[src/rtl/smb_blk_target.sv]
module smb_blk_target #(
  parameter logic [6:0] ADDR7   = 7'h69,
  parameter int         NREG    = 16,
  parameter int         CNT_IDX = 8,
  parameter logic [7:0] CNT_RST = 8'h07,
  parameter int         FILT    = 4
) (
  input  logic              clk,
  input  logic              rst_n,
  input  logic              scl_i,
  input  logic              sda_i,
  output logic              sda_oe,
  output logic [NREG*8-1:0] regs_o
);
  localparam int AW = $clog2(NREG);
  localparam logic [AW-1:0] PTR_ONE = AW'(1);
  localparam logic [7:0] WR_ADDR = {ADDR7, 1'b0};
  localparam logic [7:0] RD_ADDR = {ADDR7, 1'b1};

  typedef enum logic [2:0] {ST_IDLE, ST_RX, ST_ACK, ST_TX, ST_HACK, ST_IGN} st_t;
  typedef enum logic [1:0] {PH_ADDR, PH_IDX, PH_CNT, PH_DATA} ph_t;

  logic [1:0]      scl_s, sda_s;
  logic [FILT-1:0] scl_h, sda_h;
  logic            scl_f, sda_f, scl_p, sda_p;
  logic            start_det, stop_det, scl_rise, scl_fall;

  st_t            st;
  ph_t            ph;
  logic [3:0]     bits;
  logic [7:0]     sh;
  logic [7:0]     left;
  logic [AW-1:0]  ptr;
  logic           rd;
  logic           hack;
  logic [7:0]     regs [NREG];

  always_ff @(posedge clk or negedge rst_n) begin
    if (!rst_n) begin
      scl_s <= 2'b11;
      sda_s <= 2'b11;
      scl_h <= '1;
      sda_h <= '1;
      scl_f <= 1'b1;
      sda_f <= 1'b1;
      scl_p <= 1'b1;
      sda_p <= 1'b1;
    end else begin
      scl_s <= {scl_s[0], scl_i};
      sda_s <= {sda_s[0], sda_i};
      scl_h <= {scl_h[FILT-2:0], scl_s[1]};
      sda_h <= {sda_h[FILT-2:0], sda_s[1]};
      if (&scl_h) scl_f <= 1'b1;
      else if (~|scl_h) scl_f <= 1'b0;
      if (&sda_h) sda_f <= 1'b1;
      else if (~|sda_h) sda_f <= 1'b0;
      scl_p <= scl_f;
      sda_p <= sda_f;
    end
  end

  assign start_det = scl_f & scl_p & sda_p & ~sda_f;
  assign stop_det  = scl_f & scl_p & ~sda_p & sda_f;
  assign scl_rise  = scl_f & ~scl_p;
  assign scl_fall  = ~scl_f & scl_p;

  always_ff @(posedge clk or negedge rst_n) begin
    if (!rst_n) begin
      st     <= ST_IDLE;
      ph     <= PH_ADDR;
      bits   <= '0;
      sh     <= '0;
      left   <= '0;
      ptr    <= '0;
      rd     <= 1'b0;
      hack   <= 1'b0;
      sda_oe <= 1'b0;
      for (int i = 0; i < NREG; i++)
        regs[i] <= (i == CNT_IDX) ? CNT_RST : 8'h00;
    end else if (start_det) begin
      st     <= ST_RX;
      ph     <= PH_ADDR;
      bits   <= '0;
      rd     <= 1'b0;
      sda_oe <= 1'b0;
    end else if (stop_det) begin
      st     <= ST_IDLE;
      sda_oe <= 1'b0;
    end else begin
      case (st)
        ST_RX: begin
          if (scl_rise) begin
            sh   <= {sh[6:0], sda_f};
            bits <= bits + 4'd1;
          end else if (scl_fall && bits == 4'd8) begin
            bits <= '0;
            case (ph)
              PH_ADDR: begin
                if (sh == WR_ADDR) begin
                  sda_oe <= 1'b1;
                  st     <= ST_ACK;
                  ph     <= PH_IDX;
                end else if (sh == RD_ADDR) begin
                  sda_oe <= 1'b1;
                  st     <= ST_ACK;
                  rd     <= 1'b1;
                end else begin
                  st <= ST_IGN;
                end
              end
              PH_IDX: begin
                ptr    <= sh[AW-1:0];
                sda_oe <= 1'b1;
                st     <= ST_ACK;
                ph     <= PH_CNT;
              end
              PH_CNT: begin
                left   <= sh;
                sda_oe <= 1'b1;
                st     <= ST_ACK;
                ph     <= PH_DATA;
              end
              default: begin
                if (left != 8'd0) begin
                  regs[ptr] <= sh;
                  ptr       <= ptr + PTR_ONE;
                  left      <= left - 8'd1;
                  sda_oe    <= 1'b1;
                  st        <= ST_ACK;
                end else begin
                  st <= ST_IGN;
                end
              end
            endcase
          end
        end
        ST_ACK: begin
          if (scl_fall) begin
            bits <= '0;
            if (rd) begin
              sh     <= regs[CNT_IDX];
              sda_oe <= ~regs[CNT_IDX][7];
              st     <= ST_TX;
            end else begin
              sda_oe <= 1'b0;
              st     <= ST_RX;
            end
          end
        end
        ST_TX: begin
          if (scl_fall) begin
            if (bits == 4'd7) begin
              sda_oe <= 1'b0;
              st     <= ST_HACK;
            end else begin
              sh     <= {sh[6:0], 1'b0};
              sda_oe <= ~sh[6];
              bits   <= bits + 4'd1;
            end
          end
        end
        ST_HACK: begin
          if (scl_rise) begin
            hack <= ~sda_f;
          end else if (scl_fall) begin
            if (hack) begin
              sh     <= regs[ptr];
              sda_oe <= ~regs[ptr][7];
              ptr    <= ptr + PTR_ONE;
              bits   <= '0;
              st     <= ST_TX;
            end else begin
              st <= ST_IGN;
            end
          end
        end
        default: sda_oe <= 1'b0;
      endcase
    end
  end

  for (genvar g = 0; g < NREG; g++) begin : g_out
    assign regs_o[g*8 +: 8] = regs[g];
  end
endmodule


[config.mk]
export PLATFORM = sky130hd
export DESIGN_NAME = smb_blk_target
export DESIGN_NICKNAME = d
export VERILOG_FILES = /design/src/rtl/smb_blk_target.sv
export SDC_FILE = /design/constraint.sdc
export NUM_CORES = 1
export LEC_CHECK = 0
export ABC_CLOCK_PERIOD_IN_PS = 3500
export BUFFER_PORTS_ARGS = -buffer_cell sky130_fd_sc_hd__buf_2
export CAP_MARGIN = 10
export CORE_MARGIN = 2
export CORE_UTILIZATION = 50
export CTS_BUF_LIST = sky130_fd_sc_hd__clkbuf_16
export CTS_CLUSTER_SIZE = 40
export DETAILED_ROUTE_END_ITERATION = 12
export PLACE_DENSITY = 0.72
export SYNTH_ARGS = -nofsm -noshare
export SYNTH_HDL_FRONTEND = slang
export SYNTH_SLANG_ARGS = --single-unit
export TNS_END_PERCENT = 5
[constraint.sdc]
create_clock -name clk -period 3.5 [get_ports clk]
set_clock_uncertainty 0.2 [all_clocks]
set_input_delay 0.7 -clock clk [delete_from_list [all_inputs] [get_ports clk]]
set_output_delay 0.7 -clock clk [all_outputs]
set_load 0.05 [all_outputs]
==> summary.md, run 1 <==
| Metric | Value |
|---|---|
| Max_slew headroom | 38.79% |
| Hold Crit Start | scl_s[1] |
| Post-Route WL | 24.30 mm |
| Worst Path Max Fanout | 14 |
| First-pass GRT wire length | 38.08 mm |
| Clk pin slew, worst setup/hold paths | 0.07 ns |
| Initial DRC Count | 611 |
| Vias in the first global route | 6817 |
| YS warnings | 0 |
| Req. time, crit path | 3.65 ns |
| Max_cap viols | 0 |
| Worst-path cell with the longest stage delay | o2111ai_1 |
| Critical Path AT | 3.00 ns |
| Most common cell in the netlist | dfrtp_1 |
| Dominant synthesized flop cell | dfrtp_1 |
| Antenna violations before repair | 0 |
| Status | completed |
| Pins Over Slew Limit | 0 |
| Routability Congestion | 0.8633 |
| Clock Latency Late Sink | 0.43 ns |
| First-pass DRT Iterations | 5 |
| HP Class | reg -> reg |
| Final setup fails | 0 |
| Die area | 18450 um2 |
| Die X | 135.8 um |
| Synthesized net count | 710 |
| IO Pins | 133 |
| Synthesized cell area | 8690 um2 |
| Number of remaining DRC errors | 0 |
| Post-synthesis sequential area ratio | 50.96% |
| CP cell instances | inv_1 > ha_1 > nor4b_1 > nand2_1 > o2111ai_1 > o21ai_0 > o21ai_0 |
| Critical Path End Type | flip-flop |
| Area grow syn2layout | 18.06% |
| Setup crit start | left[0] |
| Setup TNS | 0 ns |
| Fin. Hold Viols | 0 |
| DP Worst Slack | 0.6981 ns |
| Peak VDD IR | 394.3 uV |
| CP Class | reg -> reg |
| Most frequent cells after synthesis | dfrtp_1 (157), mux2_2 (108), clkbuf_1 (42) |
| Final core occ | 59.93% |
| H-tree depth | 4 |
| Buffers on Ports | 132 |
| Rows | 48 |
| Crit path max-delay family | compound AO/OA/AOI/OAI gates |
| # diodes | 0 |
| Bufs and invs on worst path | 1 |
| Die height | 135.8 um |
| Synth top area cells | dfrtp_1 (45%), mux2_2 (14%), mux4_2 (7.5%), dfstp_2 (5.7%), mux2_1 (3.1%) |
| Root Buffer | clkbuf_16 |
| Via Count | 6617 |
| Starting density of the core | 50.77% |
| Number of synthesized flops with an enable pin | 0 |
| Final setup margin | 0.6445 ns |
| Dominant cell type by area after synthesis | dfrtp_1 |
| Area share of the largest cell type after synthesis | 45.21% |
| PD cells | 473.8 nW/um2 |
| Core area | 17120 um2 |
| F_max | 0.3502 GHz |
| Post-synth ARST share | 100.0% |
| Lkg Pwr | 5.191 nW |
| Synth cell types | 69 |
| Layout cells sized above 1 | 42.67% |
| ANT nets after route | 0 |
| Most used cell, CP | o21ai_0 |
| WHS | 0.1596 ns |
| Grt ovf | 0 |
| Register bit total from synthesis | 176 |
| Sink Count | 176 |
| Crit share post-route | 81.59% |
| Final min period | 2.856 ns |
| Num CTS Buffers | 17 |
| Synth Area per Inst | 12.50 um2 |
| DR vias/cell | 6.260 |
| Tightest Pin Transition | 0.9172 ns |
| Final nets | 834 |
| Startpoint Class | flip-flop |
| CTS tree | done |
| Routed wire per std cell | 22.99 um |
| Reg2Reg Setup Slack | 0.64 ns |
| Post-Synthesis Cells | 695 |
| RSZ-0062 raised after global routing | false |
| Clock buffer depth | 2 |
| DP HPWL | 16.84 mm |
| Reg2reg start | left[0] |
| Largest net degree at the start of global routing | 71 |
| CP max stage delay | 0.80 ns |
| GRT Total Usage | 27.48% |
-- cells in the final DEF (no fill, tap or decap), types with 19 or more instances in the layout --
cell	n
dfrtp_1	155
buf_2	131
mux2_2	108
nor2_1	38
nand2_1	38
mux4_2	29
o21ai_0	24
mux2_1	24
a21oi_1	23
inv_1	20
dfstp_2	19
-- path summary, 6_finish.rpt --
check,endpoint,cells past startpoint
worst max-delay path,left[5],7
worst min-delay path,scl_h[0],0
worst max register to register,left[5],7
worst min register to register,scl_h[0],0
max in group asynchronous,scl_h[0],3
min in group asynchronous,regs_o[39],2
-- cell families (layout without fill, tap and decap cells) --
| group | count (synthesis) | count (layout) | synth area share (%) |
|---|---|---|---|
| multiplexers | 171 | 171 | 25.77 |
| buffers and inverters | 67 | 204 | 2.894 |
| flip-flops | 176 | 176 | 50.96 |
| adder cells (fa/ha/maj) | 11 | 11 | 1.584 |
| AND/OR/NAND/NOR | 154 | 154 | 9.705 |
| XOR/XNOR | 1 | 1 | 0.1008 |
| AO/OA/AOI/OAI | 115 | 115 | 8.985 |
-- power breakdown --
group	internal (W)	leakage [nW]	switching [W]	total (W)
Combinational	0.000175	2.52	0.000393	0.000568
Clock	0.00115	0.306	0.000872	0.00202
Sequential	0.00211	2.36	0.000165	0.00227
Total	0.00343	5.19	0.00143	0.00486
-- metal layers --
layer / vias up / track usage (%) / wire [um]
met5: - / 0 / 0
met4: 0 / 12.85 / 931
met3: 79 / 4.773 / 1525
met2: 304 / 44.08 / 11800
met1: 3405 / 36.71 / 10050
li1: 2829 / - / -
-- registers in the layout, summed over array words and instances, names as in the netlist, 2 cells and up --
name / cells
sda_s: 2
st: 3
scl_s: 2
ph: 2
ptr: 4
scl_h: 4
left: 8
sh: 8
regs_o: 128
bits: 4
sda_h: 4
-- through the flow --
stage,cell area (um2),instances,power (W)
global placement,9624,1024,0.002842
floorplan,8690,695,0.002584
detailed placement,9624,1024,0.002859
CTS,10260,1057,0.004873
global route,10260,1057,0.005039
finish,10260,1057,0.004861
-- layout make-up --
class / count / area [um2]
Clock inverter: 15 / 198.9
Timing Repair Buffer: 152 / 832.0
Tap cell: 225 / 281.5
Fill cell: 1342 / 6858
Clock buffer: 17 / 425.4
Multi-Input combinational cell: 452 / 4015
Sequential cell: 176 / 4431
Inverter: 20 / 75.07
-- what timing repair did --
| item | in CTS | in global routing |
|---|---|---|
| hold endpoints to repair | 22 | 0 |
| gates resized for setup | 0 | 0 |
| hold buffers | 1 | 0 |
| setup buffers | 0 | 0 |
(Power assumes the default switching activity.)
==> run 2: changes to the inputs <==
--- a/config.mk
+++ b/config.mk
@@ -5,7 +5,7 @@
 export SDC_FILE = /design/constraint.sdc
 export NUM_CORES = 1
 export LEC_CHECK = 0
-export ABC_CLOCK_PERIOD_IN_PS = 3500
+export ABC_CLOCK_PERIOD_IN_PS = 2600
 export BUFFER_PORTS_ARGS = -buffer_cell sky130_fd_sc_hd__buf_2
 export CAP_MARGIN = 10
 export CORE_MARGIN = 2
@@ -13,7 +13,7 @@
 export CTS_BUF_LIST = sky130_fd_sc_hd__clkbuf_16
 export CTS_CLUSTER_SIZE = 40
 export DETAILED_ROUTE_END_ITERATION = 12
-export PLACE_DENSITY = 0.72
+export PLACE_DENSITY = 0.74
 export SYNTH_ARGS = -nofsm -noshare
 export SYNTH_HDL_FRONTEND = slang
 export SYNTH_SLANG_ARGS = --single-unit
==> constraint.sdc (replaced) <==
create_clock -name clk -period 2.6 [get_ports clk]
set_clock_uncertainty 0.2 [all_clocks]
set_input_delay 0.52 -clock clk [delete_from_list [all_inputs] [get_ports clk]]
set_output_delay 0.52 -clock clk [all_outputs]
set_load 0.05 [all_outputs]
==> summary.md, run 2 (synthesized netlist as in run 1, its figures left out) <==
| Metric | Value |
|---|---|
| Critical Path End Type | flip-flop |
| Commonest non-fill, non-tap cell in the layout | dfrtp_1 |
| Status | completed |
| Sink Count | 176 |
| H-tree depth | 4 |
| Core area | 17120 um2 |
| Starting density of the core | 50.77% |
| Reg2reg start | st[1] |
| Worst Path Max Fanout | 8 |
| Clock network fraction of design power | 40.2% |
| Grt ovf | 0 |
| Die X | 135.8 um |
| Via Count | 6618 |
| IO Pins | 133 |
| CTS tree | done |
| Pins Over Slew Limit | 0 |
| Logic pwr share | 14.9% |
| Post-Route WL | 23.44 mm |
| F_max | 0.4033 GHz |
| P_sw | 0.001974 W |
| Max_cap viols | 0 |
| Max_slew headroom | 54.98% |
| Area grow syn2layout | 22.53% |
| HP Class | reg -> reg |
| Peak VDD IR | 554.8 uV |
| DR vias/cell | 6.060 |
| Switching Fraction | 30.48% |
| Lkg Pwr | 5.401 nW |
| Largest register FFs | 128 |
| CP Class | reg -> reg |
| Largest net degree at the start of global routing | 56 |
| Final core occ | 62.21% |
| Number of remaining DRC errors | 0 |
| Reg-to-reg endpoint | regs_o[28] |
| Final nets | 869 |
| RSZ-0062 raised after global routing | false |
| Final setup fails | 0 |
| WHS | 0.1563 ns |
| PD cells | 608.1 nW/um2 |
| GRT Total Usage | 26.48% |
| Startpoint Class | flip-flop |
| Clock buffer depth | 2 |
| Initial DRC Count | 651 |
| Antenna violations before repair | 0 |
| Root Buffer | clkbuf_16 |
| Layout cells sized above 1 | 45.56% |
| Final min period | 2.479 ns |
| First-pass GRT wire length | 36.97 mm |
| Req. time, crit path | 2.72 ns |
| DP HPWL | 16.30 mm |
| Buffers on Ports | 132 |
| Reg2Reg Setup Slack | 0.12 ns |
| Most frequent cells in the layout | dfrtp_1 (155), buf_2 (131), mux2_2 (108), buf_4 (41), nor2_1 (38) |
| Die area | 18450 um2 |
| Die height | 135.8 um |
| Critical Path AT | 2.60 ns |
| Tightest Pin Transition | 0.6668 ns |
| Worst setup endpoint | regs_o[28] |
| Crit share post-route | 95.36% |
| Routed wire per std cell | 21.47 um |
| Vias in the first global route | 6469 |
| # diodes | 0 |
| Clock Latency Late Sink | 0.44 ns |
| Clk pin slew, worst setup/hold paths | 0.08 ns |
| Internal Power | 0.004501 W |
| Routability Congestion | 0.8975 |
| Reg2Reg Depth | 6 |
| Fin. Hold Viols | 0 |
| Num CTS Buffers | 17 |
| Sequential Power Share | 44.9% |
| Rows | 48 |
| First-pass DRT Iterations | 5 |
| ANT nets after route | 0 |
| Setup crit start | st[1] |
-- run 2: cell types whose count changed in the layout (fill, tap and decap cells not counted), moves of 2 or more --
cell and delta:
dlygate4sd3_1 +2, nand2_1 -4, inv_8 +4, buf_12 +10, inv_6 -4, buf_4 +23
bufinv_16 -2, nand2_2 +4
-- run 2: worst min-delay path by stage --
stage	startpoint	slack (ns)	cells after the start	endpoint
4_1_cts	sda_s[0]	0.16	0	sda_s[1]
6_report	scl_s[0]	0.16	0	scl_s[1]
5_1_grt	sda_s[0]	0.15	0	sda_s[1]
2_1_floorplan	rst_n	0.02	0	bits[0]
3_3_place_gp	scl_s[0]	0.15	0	scl_s[1]
3_5_place_dp	scl_s[0]	0.15	0	scl_s[1]
-- run 2: metal layers --
layer / share of wire [%] / wire length, um / global-route usage [%]
met5: 0 / 0 / 0
met4: 2.5 / 575 / 9.491
met3: 7.0 / 1633 / 5.034
met2: 49 / 11510 / 41.61
met1: 41 / 9718 / 37.07
-- run 2: cell type report --
cell class / instances / area, um2
fillers: 1317 / 6469
flip-flops and latches: 176 / 4431
multi-input cells: 452 / 4044
repair buffers: 187 / 1225
clock buffers: 17 / 425.4
well taps: 225 / 281.5
clock inverters: 15 / 166.4
inverters: 20 / 75.07
-- run 2: power by group through the flow --
stage / clock [W] / sequential, W / combinational [W]
floorplan: 0 / 0.00297 / 0.000506
global placement: 0 / 0.00295 / 0.000944
detailed placement: 0 / 0.00296 / 0.000946
CTS: 0.00263 / 0.00291 / 0.000957
global route: 0.00273 / 0.00292 / 0.00104
finish: 0.00260 / 0.00291 / 0.000965
-- run 2: timing repair --
| action | CTS | global route |
|---|---|---|
| buffers inserted | 1 | 1 |
| hold buffers | 3 | 0 |
| resized for setup | 0 | 7 |
| endpoints found under the setup margin | 38 | 68 |
| pin swaps | 1 | 0 |
| hold endpoints to repair | 38 | 0 |
-- run 2: stage by stage --
stage | setup slack (ns) | TNS [ns] | total power (W) | std cells | area, um2
floorplan | 0.005487 | 0 | 0.003478 | 695 | 8690
global placement | -0.001115 | -0.003516 | 0.003898 | 1055 | 9982
detailed placement | -0.02201 | -0.3291 | 0.003904 | 1055 | 9982
CTS | -0.04754 | -0.7113 | 0.006496 | 1091 | 10610
global route | 0.004935 | 0 | 0.006685 | 1092 | 10650
finish | 0.1207 | 0 | 0.006475 | 1092 | 10650
-- run 2: worst max-delay path: stages, from the launching register on --
cell     delay (ns)
dfrtp_1        0.39
or3b_1         0.39
or3_4          0.45
nor4_4         0.22
buf_4          0.22
nand2_4        0.13
mux2_1         0.37
==> run 3: changes to the inputs <==
--- a/config.mk
+++ b/config.mk
@@ -9,11 +9,11 @@
 export BUFFER_PORTS_ARGS = -buffer_cell sky130_fd_sc_hd__buf_2
 export CAP_MARGIN = 10
 export CORE_MARGIN = 2
-export CORE_UTILIZATION = 50
+export CORE_UTILIZATION = 44
 export CTS_BUF_LIST = sky130_fd_sc_hd__clkbuf_16
 export CTS_CLUSTER_SIZE = 40
 export DETAILED_ROUTE_END_ITERATION = 12
-export PLACE_DENSITY = 0.74
+export PLACE_DENSITY = 0.67
 export SYNTH_ARGS = -nofsm -noshare
 export SYNTH_HDL_FRONTEND = slang
 export SYNTH_SLANG_ARGS = --single-unit
==> summary.md, run 3 (synthesized netlist as in run 1, its figures left out) <==
| Metric | Value |
|---|---|
| Via Count | 6539 |
| Number of remaining DRC errors | 0 |
| Layout cells sized above 1 | 45.55% |
| Setup TNS | 0 ns |
| Final min period | 2.507 ns |
| Req. time, crit path | 2.72 ns |
| Worst Path Max Fanout | 8 |
| Crit path max-delay family | simple AND/OR/NAND/NOR gates |
| Root Buffer | clkbuf_16 |
| Crit share post-route | 96.42% |
| CP max stage delay | 0.59 ns |
| Pins Over Slew Limit | 0 |
| Starting density of the core | 44.79% |
| Die height | 144.5 um |
| RSZ-0062 raised after global routing | true |
| Clk pin slew, worst setup/hold paths | 0.07 ns |
| Most frequent cells in the layout | dfrtp_1 (155), buf_2 (131), mux2_2 (108), buf_4 (42), nor2_1 (38) |
| Final setup fails | 0 |
| Largest net degree at the start of global routing | 52 |
| Num CTS Buffers | 17 |
| IO Pins | 133 |
| HP Class | reg -> reg |
| Peak VDD IR | 584.7 uV |
| Clock Latency Late Sink | 0.44 ns |
| Final core occ | 54.80% |
| Rows | 51 |
| Max_slew headroom | 51.11% |
| Critical Path AT | 2.62 ns |
| Clock buffer depth | 2 |
| Post-Route WL | 23.82 mm |
| # diodes | 0 |
| Sink Count | 176 |
| First-pass GRT wire length | 37.61 mm |
| Buffers on Ports | 132 |
| Vias in the first global route | 6491 |
| Die area | 20890 um2 |
| Tightest Pin Transition | 0.7241 ns |
| H-tree depth | 4 |
| Max_cap viols | 0 |
| Routability Congestion | 0.9011 |
| GRT Total Usage | 23.89% |
| Routed wire per std cell | 21.08 um |
| First-pass DRT Iterations | 5 |
| Worst-path cell with the longest stage delay | dfstp_2 |
| Fin. Hold Viols | 0 |
| Post-Layout Cell Count | 1130 |
| Grt ovf | 0 |
| Final setup margin | 0.09299 ns |
| PD cells | 592.4 nW/um2 |
| Commonest non-fill, non-tap cell in the layout | dfrtp_1 |
| Lkg Pwr | 5.362 nW |
| Final nets | 868 |
| DP Cell Count | 1095 |
| Largest register FFs | 128 |
| DP Worst Slack | -0.06772 ns |
| Initial DRC Count | 486 |
| Startpoint Class | flip-flop |
| DR vias/cell | 5.787 |
| WHS | 0.1569 ns |
| F_max | 0.3989 GHz |
| CP cell instances | nand4bb_1 > or3_4 > nor4_4 > nand2_1 > buf_12 > mux2_2 |
| Bufs and invs on worst path | 1 |
| Die X | 144.5 um |
| CP Class | reg -> reg |
| Area grow syn2layout | 22.33% |
| Core area | 19400 um2 |
| Status | completed |
| Critical Path End Type | flip-flop |
| CTS tree | done |
| Antenna violations before repair | 0 |
| ANT nets after route | 0 |
| DP HPWL | 16.91 mm |
==> run 3: final cells by class <==
class,count,area (um2)
inverters,20,75.07
clock buffers,17,425.4
repair buffers,186,1192
multi-input cells,452,4050
fillers,1682,8768
well taps,265,331.6
clock inverters,14,125.1
flip-flops and latches,176,4431
==> run 3: final timing paths <==
kind                            startpoint    endpoint  slack [ns]  cells after the start
worst max-delay path                 scl_p  regs_o[89]        0.09                      6
worst min-delay path              scl_s[1]    scl_h[0]        0.16                      0
worst max register to register       scl_p  regs_o[89]        0.09                      6
worst min register to register    scl_s[1]    scl_h[0]        0.16                      0
max in group asynchronous            rst_n       scl_p        1.11                      3
min in group asynchronous            rst_n  regs_o[39]        0.42                      2
==> run 3: what timing repair did <==
item                       CTS  global route
pin swaps                    0             1
setup endpoints to repair   27           138
resized for setup            1             7
hold buffers                 3             0
setup buffers                0             1
hold endpoints to repair    36             0
==> run 3: per-stage QoR <==
step,power (W),instance area (um2)
5_1_grt,0.006542,10630
2_1_floorplan,0.003478,8690
4_1_cts,0.006311,10590
3_5_place_dp,0.003893,10010
3_3_place_gp,0.003886,10010
6_report,0.006297,10630
==> run 3: per-layer routing <==
metal	up-vias	share of wire [%]	global-route usage (%)
li1	2913	-	-
met1	3345	44	33.25
met2	242	49	39.01
met3	39	5.0	4.007
met4	0	1.9	6.541
met5	-	0	0
==> run 3: where the power goes <==
group          switching, W  total (W)  leakage (nW)  internal [W]
Clock               0.00119    0.00245         0.264       0.00126
Combinational      0.000635   0.000915          2.73      0.000280
Sequential        0.0000982    0.00294          2.36       0.00284
